**src/rtl/ctrl_bank_pkg.sv**
```systemverilog
`timescale 1ns/1ps
// Package: shared constants, per-offset access masks and the identification
// byte table of the dual-processor control register bank.
// Assumes eight byte-wide registers addressed by a 3-bit offset.
package ctrl_bank_pkg;
    localparam int DW     = 8;
    localparam int NREG   = 8;
    localparam int AW     = $clog2(NREG);
    localparam int ID_LEN = 8;

    localparam int OFS_MAIL   = 3;
    localparam int OFS_HANDOF = 4;
    localparam int OFS_STAT   = 5;

    localparam int BIT_RUN  = 0;
    localparam int BIT_MAP  = 1;
    localparam int BIT_VID  = 2;
    localparam int BIT_DUAL = 3;
    localparam int BIT_ID   = 4;

    typedef logic [DW-1:0] byte_t;

    // Bits the host side may write at a given offset.
    function automatic byte_t host_wmask(input int ofs);
        case (ofs)
            0:       return 8'hFF;
            2:       return 8'h1E;
            3:       return 8'hCF;
            4:       return 8'h7E;
            6:       return 8'hFE;
            7:       return 8'h0F;
            default: return 8'h00;
        endcase
    endfunction

    // Bits the secondary side may write at a given offset.
    function automatic byte_t sec_wmask(input int ofs);
        case (ofs)
            0:       return 8'hFF;
            2:       return 8'h1E;
            3:       return 8'h3F;
            4:       return 8'hFE;
            6:       return 8'hFE;
            7:       return 8'h0F;
            default: return 8'h00;
        endcase
    endfunction

    // Reset value of the stored (writable) bits.
    function automatic byte_t store_reset(input int ofs);
        return (ofs == OFS_HANDOF) ? 8'h80 : 8'h00;
    endfunction

    // Bits that always read as one.
    function automatic byte_t const_ones(input int ofs);
        case (ofs)
            1:       return 8'hFF;
            2:       return 8'hC0;
            default: return 8'h00;
        endcase
    endfunction

    // Identification byte at a stream position.
    function automatic byte_t id_byte(input logic [2:0] k);
        case (k)
            3'd0:    return 8'hD5;
            3'd1:    return 8'h7F;
            3'd2:    return 8'h00;
            3'd3:    return 8'hAA;
            3'd4:    return 8'h55;
            3'd5:    return 8'hFF;
            3'd6:    return 8'h80;
            default: return 8'h2A;
        endcase
    endfunction
endpackage

```
**src/rtl/cb_reg_cell.sv**
```systemverilog
`timescale 1ns/1ps
// Module: one byte register with per-bit write permission for two ports.
// Host write applies first, then the secondary write, so the secondary side
// wins on bits both may write. Bits outside both masks keep their reset value.
module cb_reg_cell #(
    parameter int          W     = 8,
    parameter logic [W-1:0] HMASK = '0,
    parameter logic [W-1:0] SMASK = '0,
    parameter logic [W-1:0] RST   = '0
) (
    input  logic         clk,
    input  logic         rst_n,
    input  logic         h_we,
    input  logic [W-1:0] h_wd,
    input  logic         s_we,
    input  logic [W-1:0] s_wd,
    output logic [W-1:0] q
);
    logic [W-1:0] after_h;
    logic [W-1:0] nxt;

    // Merge host then secondary write data under each side's mask.
    always_comb begin
        after_h = h_we ? ((q & ~HMASK) | (h_wd & HMASK)) : q;
        nxt     = s_we ? ((after_h & ~SMASK) | (s_wd & SMASK)) : after_h;
    end

    // Register the merged byte.
    always_ff @(posedge clk) begin
        if (!rst_n) q <= RST;
        else        q <= nxt;
    end

    // with no write strobe the byte does not move.
    a_r3_idle_stable: assert property (@(posedge clk) disable iff (!rst_n)
        (!h_we && !s_we) |=> $stable(q));
    // secondary data lands on bits only the secondary may write.
    a_r10_sec_bits: assert property (@(posedge clk) disable iff (!rst_n)
        s_we |=> ((q & SMASK) == ($past(s_wd) & SMASK)));
endmodule

```
**src/rtl/cb_handoff.sv**
```systemverilog
`timescale 1ns/1ps
// Module: processor handoff bit and run/hold decode.
// The host can only set the bit and the secondary side can only clear it.
// A same-cycle secondary clear wins. The dual-run pair overrides the bit.
module cb_handoff (
    input  logic clk,
    input  logic rst_n,
    input  logic h_set,
    input  logic h_val,
    input  logic s_clr,
    input  logic s_val,
    input  logic map_bit,
    input  logic dual_bit,
    output logic run_bit,
    output logic host_hold,
    output logic sec_run
);
    logic after_h;
    logic both_free;

    // Host may only raise, secondary may only lower.
    always_comb begin
        after_h = h_set ? (run_bit | h_val) : run_bit;
    end

    // Hold the handoff bit.
    always_ff @(posedge clk) begin
        if (!rst_n) run_bit <= 1'b0;
        else        run_bit <= after_h & (s_clr ? s_val : 1'b1);
    end

    // Decode which processor runs.
    always_comb begin
        both_free = map_bit & dual_bit;
        host_hold = run_bit & ~both_free;
        sec_run   = run_bit | both_free;
    end

    // a host set without a secondary clear lands.
    a_r5_host_sets: assert property (@(posedge clk) disable iff (!rst_n)
        (h_set && h_val && !(s_clr && !s_val)) |=> run_bit);
    // a secondary clear always lands (R10 when both write).
    a_r5_sec_clears: assert property (@(posedge clk) disable iff (!rst_n)
        (s_clr && !s_val) |=> !run_bit);
    // only a secondary write can lower the bit.
    a_r5_fall_by_sec: assert property (@(posedge clk) disable iff (!rst_n)
        $fell(run_bit) |-> $past(s_clr));
endmodule

```
**src/rtl/cb_status.sv**
```systemverilog
`timescale 1ns/1ps
// Module: latched bus-timeout flag and identification stream position.
// A set pulse wins over a clearing read in the same cycle. The position
// restarts while the identification mode is off.
module cb_status #(
    parameter int SEQ_LEN = 8,
    localparam int IW     = $clog2(SEQ_LEN)
) (
    input  logic          clk,
    input  logic          rst_n,
    input  logic          timeout_pulse,
    input  logic          rd_hit,
    input  logic          id_mode,
    output logic          to_flag,
    output logic [IW-1:0] idx
);
    // Timeout flag: set wins over read-clear.
    always_ff @(posedge clk) begin
        if (!rst_n)             to_flag <= 1'b0;
        else if (timeout_pulse) to_flag <= 1'b1;
        else if (rd_hit)        to_flag <= 1'b0;
    end

    // Stream position: restart when mode is off, step once per read cycle.
    always_ff @(posedge clk) begin
        if (!rst_n || !id_mode)  idx <= '0;
        else if (rd_hit)         idx <= (idx == IW'(SEQ_LEN - 1)) ? '0 : idx + 1'b1;
    end

    // a pulse is never lost.
    a_r7_set_wins: assert property (@(posedge clk) disable iff (!rst_n)
        timeout_pulse |=> to_flag);
    // a read without a pulse clears.
    a_r7_read_clears: assert property (@(posedge clk) disable iff (!rst_n)
        (rd_hit && !timeout_pulse) |=> !to_flag);
    // mode off restarts the stream.
    a_r8_restart: assert property (@(posedge clk) disable iff (!rst_n)
        !id_mode |=> (idx == '0));
    // without a read the position holds.
    a_r8_hold: assert property (@(posedge clk) disable iff (!rst_n)
        (id_mode && !rd_hit) |=> $stable(idx));
endmodule

```
**src/rtl/cb_read_port.sv**
```systemverilog
`timescale 1ns/1ps
// Module: registered read port selecting one byte of the bank view.
// Data updates only on a read strobe and holds otherwise.
module cb_read_port #(
    parameter int W = 8,
    parameter int N = 8,
    localparam int AWL = $clog2(N)
) (
    input  logic           clk,
    input  logic           rst_n,
    input  logic           rd,
    input  logic [AWL-1:0] addr,
    input  logic [W-1:0]   view [N],
    output logic [W-1:0]   rdata
);
    // Capture the addressed byte on a read strobe.
    always_ff @(posedge clk) begin
        if (!rst_n)  rdata <= '0;
        else if (rd) rdata <= view[addr];
    end

    // read data moves only after a strobe.
    a_r12_hold: assert property (@(posedge clk) disable iff (!rst_n)
        !rd |=> $stable(rdata));
endmodule

```
**src/rtl/dual_cpu_ctrl_bank.sv**
```systemverilog
`timescale 1ns/1ps
// Module: top of the dual-processor shared control register bank.
// Eight byte registers with per-bit, per-port access rules. The bank holds
// the processor handoff, mailbox bits, switch/status inputs, a read-cleared
// timeout flag and an identification byte stream. Assumes both ports share clk.
module dual_cpu_ctrl_bank
    import ctrl_bank_pkg::*;
#(
    parameter int SEQ_LEN = ID_LEN
) (
    input  logic          clk,
    input  logic          rst_n,
    input  logic [AW-1:0] h_addr,
    input  logic [DW-1:0] h_wdata,
    input  logic          h_rd,
    input  logic          h_wr,
    output logic [DW-1:0] h_rdata,
    input  logic [AW-1:0] s_addr,
    input  logic [DW-1:0] s_wdata,
    input  logic          s_rd,
    input  logic          s_wr,
    output logic [DW-1:0] s_rdata,
    input  logic          sw_pc_boot,
    input  logic          sw_video,
    input  logic          unlocked_in,
    input  logic          bus_timeout,
    output logic          host_hold,
    output logic          sec_run,
    output logic          video_sel,
    output logic          cart_map,
    output logic          aux_rom_en,
    output logic          win_en
);
    localparam int IW = $clog2(SEQ_LEN);

    logic [DW-1:0] cell_q [NREG];
    logic [DW-1:0] view   [NREG];
    logic          run_bit;
    logic          to_flag;
    logic [IW-1:0] id_idx;
    logic          stat_rd;

    // Per-offset storage with its own access masks.
    for (genvar g = 0; g < NREG; g++) begin : g_cell
        cb_reg_cell #(
            .W    (DW),
            .HMASK(host_wmask(g)),
            .SMASK(sec_wmask(g)),
            .RST  (store_reset(g))
        ) u_cell (
            .clk  (clk),
            .rst_n(rst_n),
            .h_we (h_wr && (h_addr == AW'(g))),
            .h_wd (h_wdata),
            .s_we (s_wr && (s_addr == AW'(g))),
            .s_wd (s_wdata),
            .q    (cell_q[g])
        );
    end

    cb_handoff u_handoff (
        .clk      (clk),
        .rst_n    (rst_n),
        .h_set    (h_wr && (h_addr == AW'(OFS_HANDOF))),
        .h_val    (h_wdata[BIT_RUN]),
        .s_clr    (s_wr && (s_addr == AW'(OFS_HANDOF))),
        .s_val    (s_wdata[BIT_RUN]),
        .map_bit  (cell_q[OFS_HANDOF][BIT_MAP]),
        .dual_bit (cell_q[OFS_HANDOF][BIT_DUAL]),
        .run_bit  (run_bit),
        .host_hold(host_hold),
        .sec_run  (sec_run)
    );

    // Any port reading the status offset.
    always_comb begin
        stat_rd = (h_rd && (h_addr == AW'(OFS_STAT))) ||
                  (s_rd && (s_addr == AW'(OFS_STAT)));
    end

    cb_status #(.SEQ_LEN(SEQ_LEN)) u_status (
        .clk          (clk),
        .rst_n        (rst_n),
        .timeout_pulse(bus_timeout),
        .rd_hit       (stat_rd),
        .id_mode      (cell_q[OFS_HANDOF][BIT_ID]),
        .to_flag      (to_flag),
        .idx          (id_idx)
    );

    // Assemble the bank as seen by both readers.
    always_comb begin
        for (int i = 0; i < NREG; i++) view[i] = cell_q[i] | const_ones(i);
        view[OFS_HANDOF][BIT_RUN] = run_bit;
        if (cell_q[OFS_HANDOF][BIT_ID])
            view[OFS_STAT] = id_byte(3'(id_idx));
        else
            view[OFS_STAT] = {2'b00, unlocked_in, 1'b0, to_flag, sw_video, 1'b0, sw_pc_boot};
    end

    cb_read_port #(.W(DW), .N(NREG)) u_rd_host (
        .clk(clk), .rst_n(rst_n), .rd(h_rd), .addr(h_addr), .view(view), .rdata(h_rdata)
    );
    cb_read_port #(.W(DW), .N(NREG)) u_rd_sec (
        .clk(clk), .rst_n(rst_n), .rd(s_rd), .addr(s_addr), .view(view), .rdata(s_rdata)
    );

    // Drive the decoded control outputs.
    always_comb begin
        aux_rom_en = cell_q[OFS_MAIL][0];
        win_en     = cell_q[OFS_MAIL][1];
        cart_map   = cell_q[OFS_HANDOF][BIT_MAP];
        video_sel  = cell_q[OFS_HANDOF][BIT_VID];
    end

    // offset 1 always reads all ones.
    a_r1_const_ff: assert property (@(posedge clk) disable iff (!rst_n)
        (h_rd && h_addr == 3'd1) |=> (h_rdata == 8'hFF));
    // offset 2 constant bits on the secondary port.
    a_r1_const_ofs2: assert property (@(posedge clk) disable iff (!rst_n)
        (s_rd && s_addr == 3'd2) |=> (s_rdata[7:5] == 3'b110 && !s_rdata[0]));
    // a host-only write to offset 4 never moves bit 7.
    a_r3_lock_bit: assert property (@(posedge clk) disable iff (!rst_n)
        (h_wr && h_addr == 3'd4 && !(s_wr && s_addr == 3'd4))
            |=> $stable(cell_q[OFS_HANDOF][7]));
endmodule

```
**config.mk**
```make
export PLATFORM = sky130hd
export DESIGN_NAME = dual_cpu_ctrl_bank
export DESIGN_NICKNAME = d
export VERILOG_FILES = /design/src/rtl/ctrl_bank_pkg.sv /design/src/rtl/cb_reg_cell.sv /design/src/rtl/cb_handoff.sv /design/src/rtl/cb_status.sv /design/src/rtl/cb_read_port.sv /design/src/rtl/dual_cpu_ctrl_bank.sv
export SDC_FILE = /design/constraint.sdc
export NUM_CORES = 1
export LEC_CHECK = 0
export ABC_CLOCK_PERIOD_IN_PS = 3800
export BUFFER_PORTS_ARGS = -buffer_cell sky130_fd_sc_hd__buf_2
export CAP_MARGIN = 5
export CELL_PAD_IN_SITES_DETAIL_PLACEMENT = 1
export CELL_PAD_IN_SITES_GLOBAL_PLACEMENT = 1
export CORE_UTILIZATION = 45
export CTS_CLUSTER_DIAMETER = 50
export DETAILED_ROUTE_END_ITERATION = 10
export PLACE_DENSITY_LB_ADDON = 0.1
export SLEW_MARGIN = 20
export SYNTH_ARGS = -nofsm -noshare
export SYNTH_HDL_FRONTEND = slang
export SYNTH_HIERARCHICAL = 1
export SYNTH_SLANG_ARGS = --single-unit
export TNS_END_PERCENT = 5
```
**constraint.sdc**
```tcl
create_clock -name clk -period 3.8 [get_ports clk]
set_clock_uncertainty 0.2 [all_clocks]
set_input_delay 0.57 -clock clk [delete_from_list [all_inputs] [get_ports clk]]
set_output_delay 0.57 -clock clk [all_outputs]
set_load 0.05 [all_outputs]
```
* Word level (Yosys, flattened, before mapping) *
Index checks and enable logic that the tools add are counted.

storage, ports and cells
  bits of input ports = 32
  bits in registers = 69
  output and inout bits = 22
  logic and storage cells = 109

cells by class
  reduce and logical (&&, ||, !) cells = 28
  mux-type cells = 25
  magnitude comparators = 2
  add/subtract/negate cells = 1
  bitwise gates (word level) = 18
  equality and inequality tests = 19

operators by type and width
  operator                                                          number
  8-bit two-way mux                                                 17
  8-bit case mux with 7 select lines                                1
  8-bit binary-select mux with 3-bit select                         2
  3-bit == test (second input constant)                             12
  1-bit by 8-bit OR with 8-bit output                               3
  3-bit by 2-bit == test with 1-bit output (second input constant)  6
  8-bit by 4-bit OR with 8-bit output                               2
  8-bit by 5-bit OR with 8-bit output                               2
  1-bit logical AND                                                 14
  2-bit nonzero test                                                7
  3-bit zero test                                                   3
  4-bit >= comparator (second input constant)                       2
  3-bit inverter with 4-bit output                                  2
  6-bit by 8-bit OR with 8-bit output                               1
  8-bit by 6-bit OR with 8-bit output                               1
  8-bit by 7-bit OR with 8-bit output                               1
  1-bit two-way mux                                                 4
  3-bit by 1-bit adder with 3-bit output (second input constant)    1
  1-bit bitwise AND                                                 3
  3-bit by 1-bit == test with 1-bit output (second input constant)  1
  3-bit two-way mux                                                 1
  1-bit zero test                                                   2
  1-bit logical OR                                                  2
  1-bit OR                                                          2
  1-bit inverter                                                    1

* Depth between registers and ports, before layout *
Gate-level depths: netlist of the first run.

  word-level depth = 6
  depth in mapped cells = 6
  gate-level depth less buffers = 6

* Cells and area by module *
Netlist of the first run, hierarchy kept.

by module, submodules not included
  module                              sequential area each (µm²)  times used  cells each  area each (µm²)
  cb_read_port                        160.2                       2           82          789.5
  cb_reg_cell (g_cell[2].u_cell ...)  80.1                        2           21          224.0
  cb_reg_cell (g_cell[0].u_cell)      160.2                       1           35          440.4
  cb_reg_cell (g_cell[6].u_cell)      140.1                       1           32          386.6
  cb_reg_cell (g_cell[4].u_cell)      140.1                       1           31          369.1
  cb_reg_cell (g_cell[3].u_cell)      160.2                       1           30          366.6
  dual_cpu_ctrl_bank                  0.0                         1           39          190.2
  cb_status                           80.1                        1           17          180.2
  cb_handoff                          20.0                        1           6           60.1

* Least setup slack after synthesis of the first run *
OpenSTA, ideal clock, no wires.

  kind = register -> output
  from = register g_cell[4].u_cell.q[1]
  to = output port host_hold
  data arrival time = 1713 ps
  required time = 3030 ps
  stages on the path, launching flop included = 2
  setup slack = 1317 ps
  buffers on the path = 0
  path through = dfxtp_1 > a21boi_0

between the ends
  word-level cells in the longest chain between the ends = 3

RTL lines
  what                    RTL line                  source
  from (decl)             cb_reg_cell.sv:17         output logic [W-1:0] q
  from (signal assigned)  cb_reg_cell.sv:31         else q <= nxt;
  1-bit bitwise AND       cb_handoff.sv:34          both_free = map_bit & dual_bit;
  1-bit inverter          cb_handoff.sv:35          host_hold = run_bit & ~both_free;
  1-bit bitwise AND       cb_handoff.sv:35
  to (decl)               dual_cpu_ctrl_bank.sv:27  output logic host_hold,

Every way passes these cells.

* Worst setup path after layout of the first run *
  from = input port s_addr[0]
  to = register g_cell[3].u_cell.q[5]

between the ends
  word-level cells in the longest chain between the ends = 3
  elaborated cells between the ends (all ways) = 4
  those cells by class = 1 x eq/ne; 1 x mux; 2 x reduce/logical

RTL lines
  what                                                            RTL line                  source
  from (decl)                                                     dual_cpu_ctrl_bank.sv:18  input logic [AW-1:0] s_addr,
  3-bit by 2-bit == test with 1-bit output (*)                    dual_cpu_ctrl_bank.sv:55  .s_we (s_wr && (s_addr == AW'(g))),
  1-bit logical AND (*)                                           dual_cpu_ctrl_bank.sv:55
  8-bit two-way mux / 2-bit nonzero test (equally long branches)  --
  to (signal assigned)                                            cb_reg_cell.sv:31
  to (decl)                                                       cb_reg_cell.sv:17

Mark *: on every way between the ends. The rest lies on a longest branch, timed or not.
A chain may end at the register's enable or synchronous reset.

==> metrics, run 1 <==
layout net count 491; CP max-delay cell buf_2; Core Area 8640 um2; Post-route DRC 0; Root Buffer clkbuf_8; Synth Instances between 300 and 400; Startpoint Class input port; Mapped Avg Cell Area 10.2 um2; global route overflow 0; min-delay worst type input port to flop; fin cells 570; Hold Crit Start bus_timeout; fmax between 0.4 and 0.5 GHz; final core occ 52.2%; GRT Resource Usage Total 26.6%; R2R Setup Slk 1.64 ns; critical path data required time 3.83 ns; crit path kind input port to flop; PortBufs 53; Via density 5.78; GPL Wtd Cong ~0.84; commonest cells after routing, fill and taps aside dfxtp_1, buf_2, mux2i_1, nand2b_1, o211a_1; max incr delay on CP 0.68 ns; clk slew on worst S/H paths 0.09 ns; synthesized area between 3000 and 4000 um2; CTS max path bufs 2; hold-fix buffers at CTS 0; clock sinks 59; final setup violation count 0; crit-path max FO 37; worst reg2reg startpoint g_cell[4].u_cell/q[4]$_SDFFE_PN0P_; Initial Util 46.2%; placed cells 554; postcts setup bufs 0; vias in the first global route 3276; Cells on Worst Hold Path 2; pwr/cell area 374 nW/um2; pin count of the biggest net entering global routing 58; Die W 96.2 um; via count between 3000 and 4000; drt pass-1 iters 4; initial antenna violation count 0; fin crit period 2.43 ns; # diodes 0; die height approximately 96 um; standard-cell rows 34; Synthesis Warnings 6; Hold EP u_status/to_flag$_SDFFE_PN0P_; crit path from s_addr[0]; worst path bufs/invs 1; Worst Tran Pin Value 0.991 ns; WL per Instance 20.4 um; most common cell after layout, fill and taps aside dfxtp_1; Num CTS Buffers 9; max-slew violation count 0; Fin. Hold Viols 0; status finished, final reports clean; post-CTS resize count 0; crit end category flop; TritonCTS clock tree built; H-tree Lvls 3; area of the multi-input gates 2640 um2; num ports 54; Max transition margin 33.9%; RSZ-0062 raised after global routing false; WL final 11.6 mm; Final TNS setup 0 ns; die area 9260 um2; Post-DRT Antenna Nets 0; leakage 2.30 nW; Worst Path Arrival 2.46 ns; Top delay family on crit path simple AND/OR/NAND/NOR gates; RR Endpoint u_rd_sec/rdata[2]$_SDFFE_PN0P_; maximum vdd drop 0.189 mV; Max Cap Viol 0; Seq. cell area 1180 um2; fraction of final layout cells with drive strength greater than 1 about 30%; initial drt markers 148; worst reg-to-reg path cell count 6; Clock Latency Late Sink 0.34 ns; fill count 1019; fin crit share 63.9%; critical-path cell list buf_2 -> nand2_1 -> nor2_1 -> mux2i_1 -> nor2b_1; global-route wire length before repair 18.0 mm; synth-to-layout area growth 12.9%; Detailed Place HPWL roughly 8.4 mm
report_power, final:
group	internal [mW]	switching (mW)	total, mW
sequential	0.651	0.0298	0.681
combinational	0.142	0.200	0.342
clock	0.372	0.293	0.665
worst reg2reg max path, stage by stage (launching register included):
cell	delay [ns]
dfxtp_1	0.63
nand2b_1	0.26
o21ai_0	0.23
mux2_2	0.23
o22ai_1	0.06
a221o_1	0.32
a21oi_1	0.14
state kept, by name (all words and copies together) (netlist names):
register           count
u_status/to_flag       1
u_status/idx           3
u_rd_host/rdata        8
g_cell.u_cell/q       38
u_rd_sec/rdata         8
u_handoff/run_bit      1
layout make-up:
class / count / share of cell area (%)
clock buffers: 9 / 2.75
clock inverters: 7 / 2.22
inverters: 6 / 0.499
multi-input cells: 322 / 58.5
flip-flops and latches: 59 / 26.2
well taps: 108 / 3.00
repair buffers: 59 / 6.88
per-layer routing:
layer  wire length [um]  track usage [%]  vias to the layer above
met4                242             7.71                        0
met2               5440             44.6                       79
met3                457             3.79                       15
met1               5510             35.2                     1634
li1                   -                -                     1566
met5                  0                0                        -
per-stage QoR:
stage	power, mW	worst slack [ns]	hold slack (ns)	instance area, um2
after floorplan	0.941	1.32	0.255	4080
after global placement	1.02	1.20	0.293	4290
after detailed placement	1.03	1.09	0.306	4290
after CTS	1.70	1.36	0.226	4510
after global routing	1.76	1.24	0.217	4510
final	1.69	1.37	0.235	4510
worst max-delay path by stage:
stage	slack (ns)	to	depth (start not counted)
4_1_cts	1.36	g_cell[3].u_cell/q[5]$_SDFFE_PN0P_	5
3_5_place_dp	1.09	g_cell[3].u_cell/q[5]$_SDFFE_PN0P_	5
3_3_place_gp	1.20	g_cell[3].u_cell/q[4]$_SDFFE_PN0P_	5
5_1_grt	1.24	g_cell[3].u_cell/q[4]$_SDFFE_PN0P_	5
2_1_floorplan	1.32	host_hold	1
6_report	1.37	g_cell[3].u_cell/q[5]$_SDFFE_PN0P_	5
Power figures use the tool's default switching activity.
==> run 2: changes to the inputs <==
ABC_CLOCK_PERIOD_IN_PS = 2000   (was 3800)
CORE_UTILIZATION = 41   (was 45)
clock period = 2 ns   (was 3.8 ns; I/O delays follow)
==> run 2 against run 1 <==
  * Combinational power increased by 99%
  * Flip-flop and latch count unchanged
  * Sequential power increased by 89%
  * Register-to-register slack got worse by 1.5 ns
  * Routed wire length increased by 0.29%
  * Power increased by 87%
  * Die area increased by 9.5%
  * Critical endpoint is now u_rd_sec/rdata[7]$_SDFFE_PN0P_
  * First-iteration DRC count decreased by 31%
  * Largest power group unchanged
  * Global-route usage decreased by 2.3 points
==> metrics, run 2 (synthesis results as in run 1) <==
status finished, final reports clean (unchanged); Via density 5.48 (was 5.78); standard-cell rows 35 (was 34); Startpoint Class flop (was input port); num ports 54 (unchanged); maximum vdd drop 0.276 mV (was 0.189 mV); crit-path max FO 5 (was 37); Final TNS setup 0 ns (unchanged); min-delay worst type input port to flop (unchanged); synth-to-layout area growth 17.8% (was 12.9%); Clock Latency Late Sink 0.35 ns (was 0.34 ns); Worst Tran Pin Value 0.660 ns (was 0.991 ns); crit end category flop (unchanged); WL final 11.7 mm (was 11.6 mm); sequential share of power 41.0% (was 40.3%); leakage 2.41 nW (was 2.30 nW); hold slack 0.0660 ns (was 0.235 ns); H-tree Lvls 3 (unchanged); pwr/cell area 671 nW/um2 (was 374 nW/um2); WL per Instance 19.2 um (was 20.4 um); Post-DRT Antenna Nets 0 (unchanged); RSZ-0062 raised after global routing false (unchanged); drt pass-1 iters 4 (unchanged); Worst Path Arrival 1.95 ns (was 2.46 ns); initial antenna violation count 0 (unchanged); vias in the first global route 3335 (was 3276); combinational power share 21.6% (was 20.3%); Root Buffer clkbuf_8 (unchanged); Net Sw Power 0.947 mW (was 0.522 mW); die area 10100 um2 (was 9260 um2); max incr delay on CP 0.44 ns (was 0.68 ns); Core Area 9330 um2 (was 8640 um2); Post-route DRC 0 (unchanged); Max transition margin 55.9% (was 33.9%); post-CTS resize count 0 (unchanged); fin crit share about 94%; Largest regs g_cell.u_cell/q (38), u_rd_host/rdata (8), u_rd_sec/rdata (8) (unchanged); Pint 2.21 mW (was 1.17 mW); Largest Register g_cell.u_cell/q (unchanged); critical-path cell list xor2_1 -> mux2i_1 -> mux2_2 -> o22ai_1 -> a221o_1 -> a21oi_1 (was buf_2 -> nand2_1 -> nor2_1 -> mux2i_1 -> nor2b_1); fraction of final layout cells with drive strength greater than 1 31.5% (was 29.2%); Initial Util 42.8% (was 46.2%); sw frac 30.0% (was 30.9%); layout net count 509 (was 491); max-slew violation count 0 (unchanged); Die W 101 um (was 96.2 um); clock share of power 37.4% (was 39.4%); fmax between 0.5 and 0.6 GHz; initial drt markers 102 (was 148); Num CTS Buffers 9 (unchanged); GRT Resource Usage Total 24.3% (was 26.6%); postcts setup bufs 0 (unchanged); TritonCTS clock tree built (unchanged); pin count of the biggest net entering global routing 58 (unchanged); final setup violation count 0 (unchanged); Detailed Place HPWL 8.66 mm (was 8.39 mm); CP max-delay cell dfxtp_1 (was buf_2); CTS max path bufs 2 (unchanged); die height 101 um (was 96.2 um); Largest register FFs 38 (unchanged); PortBufs 53 (unchanged); fin crit period 1.87 ns; Max Cap Viol 0 (unchanged); clock sinks 59 (unchanged); via count 3336 (was 3294); final core occ 50.4% (was 52.2%); commonest cells after routing, fill and taps aside dfxtp_1, buf_2, mux2i_1, nand2b_1, o211a_1 (unchanged); hold-fix buffers at CTS 2 (was 0); fin cells 609 (was 570); GPL Wtd Cong 0.838 (was 0.843); # diodes 0 (unchanged); most common cell after layout, fill and taps aside dfxtp_1 (unchanged); global route overflow 0 (unchanged); placed cells 591 (was 554); crit path kind flop to flop (was input port to flop); Fin. Hold Viols 0 (unchanged); clk slew on worst S/H paths 0.07 ns (was 0.09 ns); critical path data required time 2.08 ns (was 3.83 ns); global-route wire length before repair 18.5 mm (was 18.0 mm)
## run 2: metal layers
| metal | vias to the layer above | global-route usage, % | routed length, um |
|---|---|---|---|
| li1 | 1606 | - | - |
| met1 | 1656 | 33.4 | 5700 |
| met2 | 66 | 38.9 | 5440 |
| met3 | 8 | 4.02 | 411 |
| met4 | 0 | 7.80 | 130 |
| met5 | - | 0 | 0 |
## run 2: path summary, 6_finish.rpt
path                            slack, ns                      startpoint  cells after the start                                  to
worst min register to register       0.33  u_rd_sec/rdata[0]$_SDFFE_PN0P_                      2      u_rd_sec/rdata[0]$_SDFFE_PN0P_
worst min-delay path                 0.07                      h_wdata[7]                      3  g_cell[3].u_cell/q[7]$_SDFFE_PN0P_
worst max-delay path                 0.13    u_status/idx[0]$_SDFFE_PP0P_                      6      u_rd_sec/rdata[7]$_SDFFE_PN0P_
worst max register to register       0.13    u_status/idx[0]$_SDFFE_PP0P_                      6      u_rd_sec/rdata[7]$_SDFFE_PN0P_
## run 2: cell type report
cell class / count / area, um2
multi-input combinational: 322 / 2640
timing repair buffer: 77 / 488
clock buffer: 12 / 165
clock inverter: 4 / 47.5
tap: 129 / 161
sequential: 59 / 1180
fill: 1098 / 4620
inverter: 6 / 22.5
## run 2: metrics by stage
stage / setup slack (ns) / power, mW / area (um2)
after global placement: 0.142 / 1.98 / 4470
after global routing: 0.0124 / 3.28 / 4700
final: 0.127 / 3.15 / 4700
after floorplan: 0.159 / 1.79 / 4080
after CTS: 0.135 / 3.18 / 4700
after detailed placement: 0.158 / 1.99 / 4470
## run 2: power groups by stage
stage               registers (mW)  logic (mW)  clock network, mW
floorplan                     1.40       0.388                  0
global placement              1.32       0.660                  0
detailed placement            1.32       0.672                  0
CTS                           1.29       0.678               1.21
global route                  1.30       0.731               1.25
finish                        1.29       0.682               1.18
## run 2: worst max-delay path, delay by kind of cell, from the launching register on
kind            cells  cell delay (ns)
compound gates      3             0.52
xor+xnor            1             0.21
flops               1             0.44
mux                 2             0.43
==> run 3: changes to the inputs <==
BUFFER_PORTS_ARGS = default   (was -buffer_cell sky130_fd_sc_hd__buf_2)
CORE_UTILIZATION = 45   (was 41)
DONT_BUFFER_PORTS = 1   (was default)
==> run 3 against run 2 <==
  * Combinational power decreased by 28%
  * Critical endpoint unchanged
  * Clock power down 17%
  * Cell count is 11% lower
  * Register-to-register slack better by 0.07 ns
==> metrics, run 3 (synthesis results as in run 1) <==
Largest register FFs 38 (unchanged); Core Area 8640 um2 (was 9330 um2); crit path from u_status/idx[0]$_SDFFE_PP0P_ (unchanged); Max transition margin 61.6% (was 55.9%); pwr/cell area 641 nW/um2 (was 671 nW/um2); commonest cells after routing, fill and taps aside dfxtp_1, mux2i_1, nand2b_1, o211a_1, mux2_2 (was dfxtp_1, buf_2, mux2i_1, nand2b_1, o211a_1); Post-route DRC 0 (unchanged); area of the multi-input gates 2640 um2 (unchanged); drt pass-1 iters 4 (unchanged); fraction of final layout cells with drive strength greater than 1 22.2% (was 31.5%); H-tree Lvls 3 (unchanged); Largest Register g_cell.u_cell/q (unchanged); Root Buffer clkbuf_8 (unchanged); fmax 0.556 GHz (was 0.534 GHz); WL final 12.3 mm (was 11.7 mm); Worst Tran Pin Value 0.574 ns (was 0.660 ns); GPL Wtd Cong 0.821 (was 0.838); status finished, final reports clean (unchanged); Detailed Place HPWL 8.57 mm (was 8.66 mm); initial drt markers 144 (was 102); critical path data required time 2.07 ns (was 2.08 ns); leakage 2.19 nW (was 2.41 nW); Initial Util 46.2% (was 42.8%); die height 96.2 um (was 101 um); global-route wire length before repair 18.7 mm (was 18.5 mm); Final TNS setup 0 ns (unchanged); worst reg-to-reg path cell count 6 (unchanged); GRT busiest layer met2 (unchanged); via count 3217 (was 3336); met2 Use GR 46.9% (was 38.9%); pin count of the biggest net entering global routing 58 (unchanged); Seq. cell area 1180 um2 (about the same); vias in the first global route 3342 (was 3335); maximum vdd drop 0.366 mV (was 0.276 mV); final instance area 4460 um2 (was 4700 um2); GR Util met3 4.58% (was 4.02%); Worst Path Arrival 1.87 ns (was 1.95 ns); placed cells 515 (was 591); fin cells 545 (was 609); Startpoint Class flop (unchanged); min-delay worst type input port to flop (unchanged); met1 usage 36.4% (was 33.4%); initial antenna violation count 0 (unchanged); Die W 96.2 um (was 101 um); RR Endpoint u_rd_sec/rdata[7]$_SDFFE_PN0P_ (unchanged); GRT Resource Usage Total 27.9% (was 24.3%); num ports 54 (unchanged); Max Cap Viol 0 (unchanged); fin crit period 1.80 ns (was 1.87 ns); max-slew violation count 0 (unchanged); R2R Setup Slk 0.20 ns (was 0.13 ns); WL per Instance 22.5 um (was 19.2 um); CTS max path bufs 2 (unchanged); # diodes 0 (unchanged); Num CTS Buffers 9 (unchanged); clk slew on worst S/H paths 0.07 ns (about the same); clock sinks 59 (unchanged); TritonCTS clock tree built (unchanged); Post-DRT Antenna Nets 0 (unchanged); crit end category flop (unchanged); RSZ-0062 raised after global routing false (unchanged); PortBufs 0 (was 53); Via density 5.90 (was 5.48); Largest regs g_cell.u_cell/q (38), u_rd_host/rdata (8), u_rd_sec/rdata (8) (unchanged); worst reg2reg startpoint u_status/idx[0]$_SDFFE_PP0P_ (unchanged); global route overflow 0 (unchanged); synth-to-layout area growth 11.6% (was 17.8%); final setup violation count 0 (unchanged); Clock Latency Late Sink 0.34 ns (was 0.35 ns); die area 9260 um2 (was 10100 um2); most common cell after layout, fill and taps aside dfxtp_1 (unchanged); Pwr Total 2.86 mW (was 3.15 mW); postcts setup bufs 0 (unchanged); Post-DP Area 4130 um2 (was 4470 um2); fin crit share 89.9% (was 93.6%); crit path kind flop to flop (unchanged); Cells on Worst Hold Path 2 (was 3); Fin. Hold Viols 0 (unchanged); Critical Path End u_rd_sec/rdata[7]$_SDFFE_PN0P_ (unchanged); layout net count 467 (was 509); crit-path max FO 5 (unchanged); standard-cell rows 34 (was 35); fill count 997 (was 1098)
## run 3: changes by cell type in the layout (fill, tap and decap cells not counted)
cell           change
clkinv_2           +1
buf_4              +1
dlygate4sd3_1     +12
clkbuf_8           -2
bufinv_16          -1
dfxtp_1            -1
buf_12             -2
dfxtp_2            +1
clkinvlp_4         +1
buf_2             -53
## run 3: what timing repair did
action / in CTS / in global routing
endpoints found under the hold margin: 59 / 0
resized for setup: 0 / 1
hold buffers: 15 / 0
endpoints found under the setup margin: 0 / 1
## run 3: metal layers
layer  vias up  wire (um)
li1       1524          -
met1      1593       5520
met2        81       5850
met3        19        684
met4         0        202
met5         -          0
## run 3: cell type report
type | instances | area share, %
Tap cell | 108 | 3.03
Timing Repair Buffer | 35 | 6.96
Clock inverter | 5 | 0.674
Multi-Input combinational cell | 322 | 59.2
Sequential cell | 59 | 26.5
Inverter | 6 | 0.505
Clock buffer | 10 | 3.09
## run 3: metrics by stage
stage	util, %	hold WS [ns]	setup WS [ns]
final	51.6	0.00807	0.201
after global routing	51.6	0.00921	0.0784
after CTS	51.6	0.00116	0.149
after detailed placement	47.8	0.187	0.169
after global placement	47.8	0.174	0.240
after floorplan	-	0.162	0.159
## run 3: how the worst min path moves through the flow
stage	slack (ns)	from	to
after floorplan	0.16	rst_n	g_cell[4].u_cell/q[7]$_SDFFE_PN1P_
after CTS	0.001	s_wdata[2]	g_cell[2].u_cell/q[2]$_SDFFE_PN0P_
after global placement	0.17	rst_n	g_cell[4].u_cell/q[7]$_SDFFE_PN1P_
after detailed placement	0.19	rst_n	g_cell[4].u_cell/q[7]$_SDFFE_PN1P_
after global routing	0.009	s_wdata[2]	g_cell[2].u_cell/q[2]$_SDFFE_PN0P_
final	0.008	s_wdata[3]	g_cell[6].u_cell/q[3]$_SDFFE_PN0P_
## run 3: where the power goes
| group | switching (mW) | internal, mW |
|---|---|---|
| logic | 0.226 | 0.264 |
| registers | 0.151 | 1.24 |
| clock network | 0.508 | 0.469 |
| total | 0.884 | 1.97 |
## run 3: critical path: stages (launching register included)
cell and delay (ns):
dfxtp_1 0.43, xor2_1 0.20, mux2i_1 0.23, mux2_2 0.18, o22ai_1 0.08, a221o_1 0.28
a21oi_1 0.13
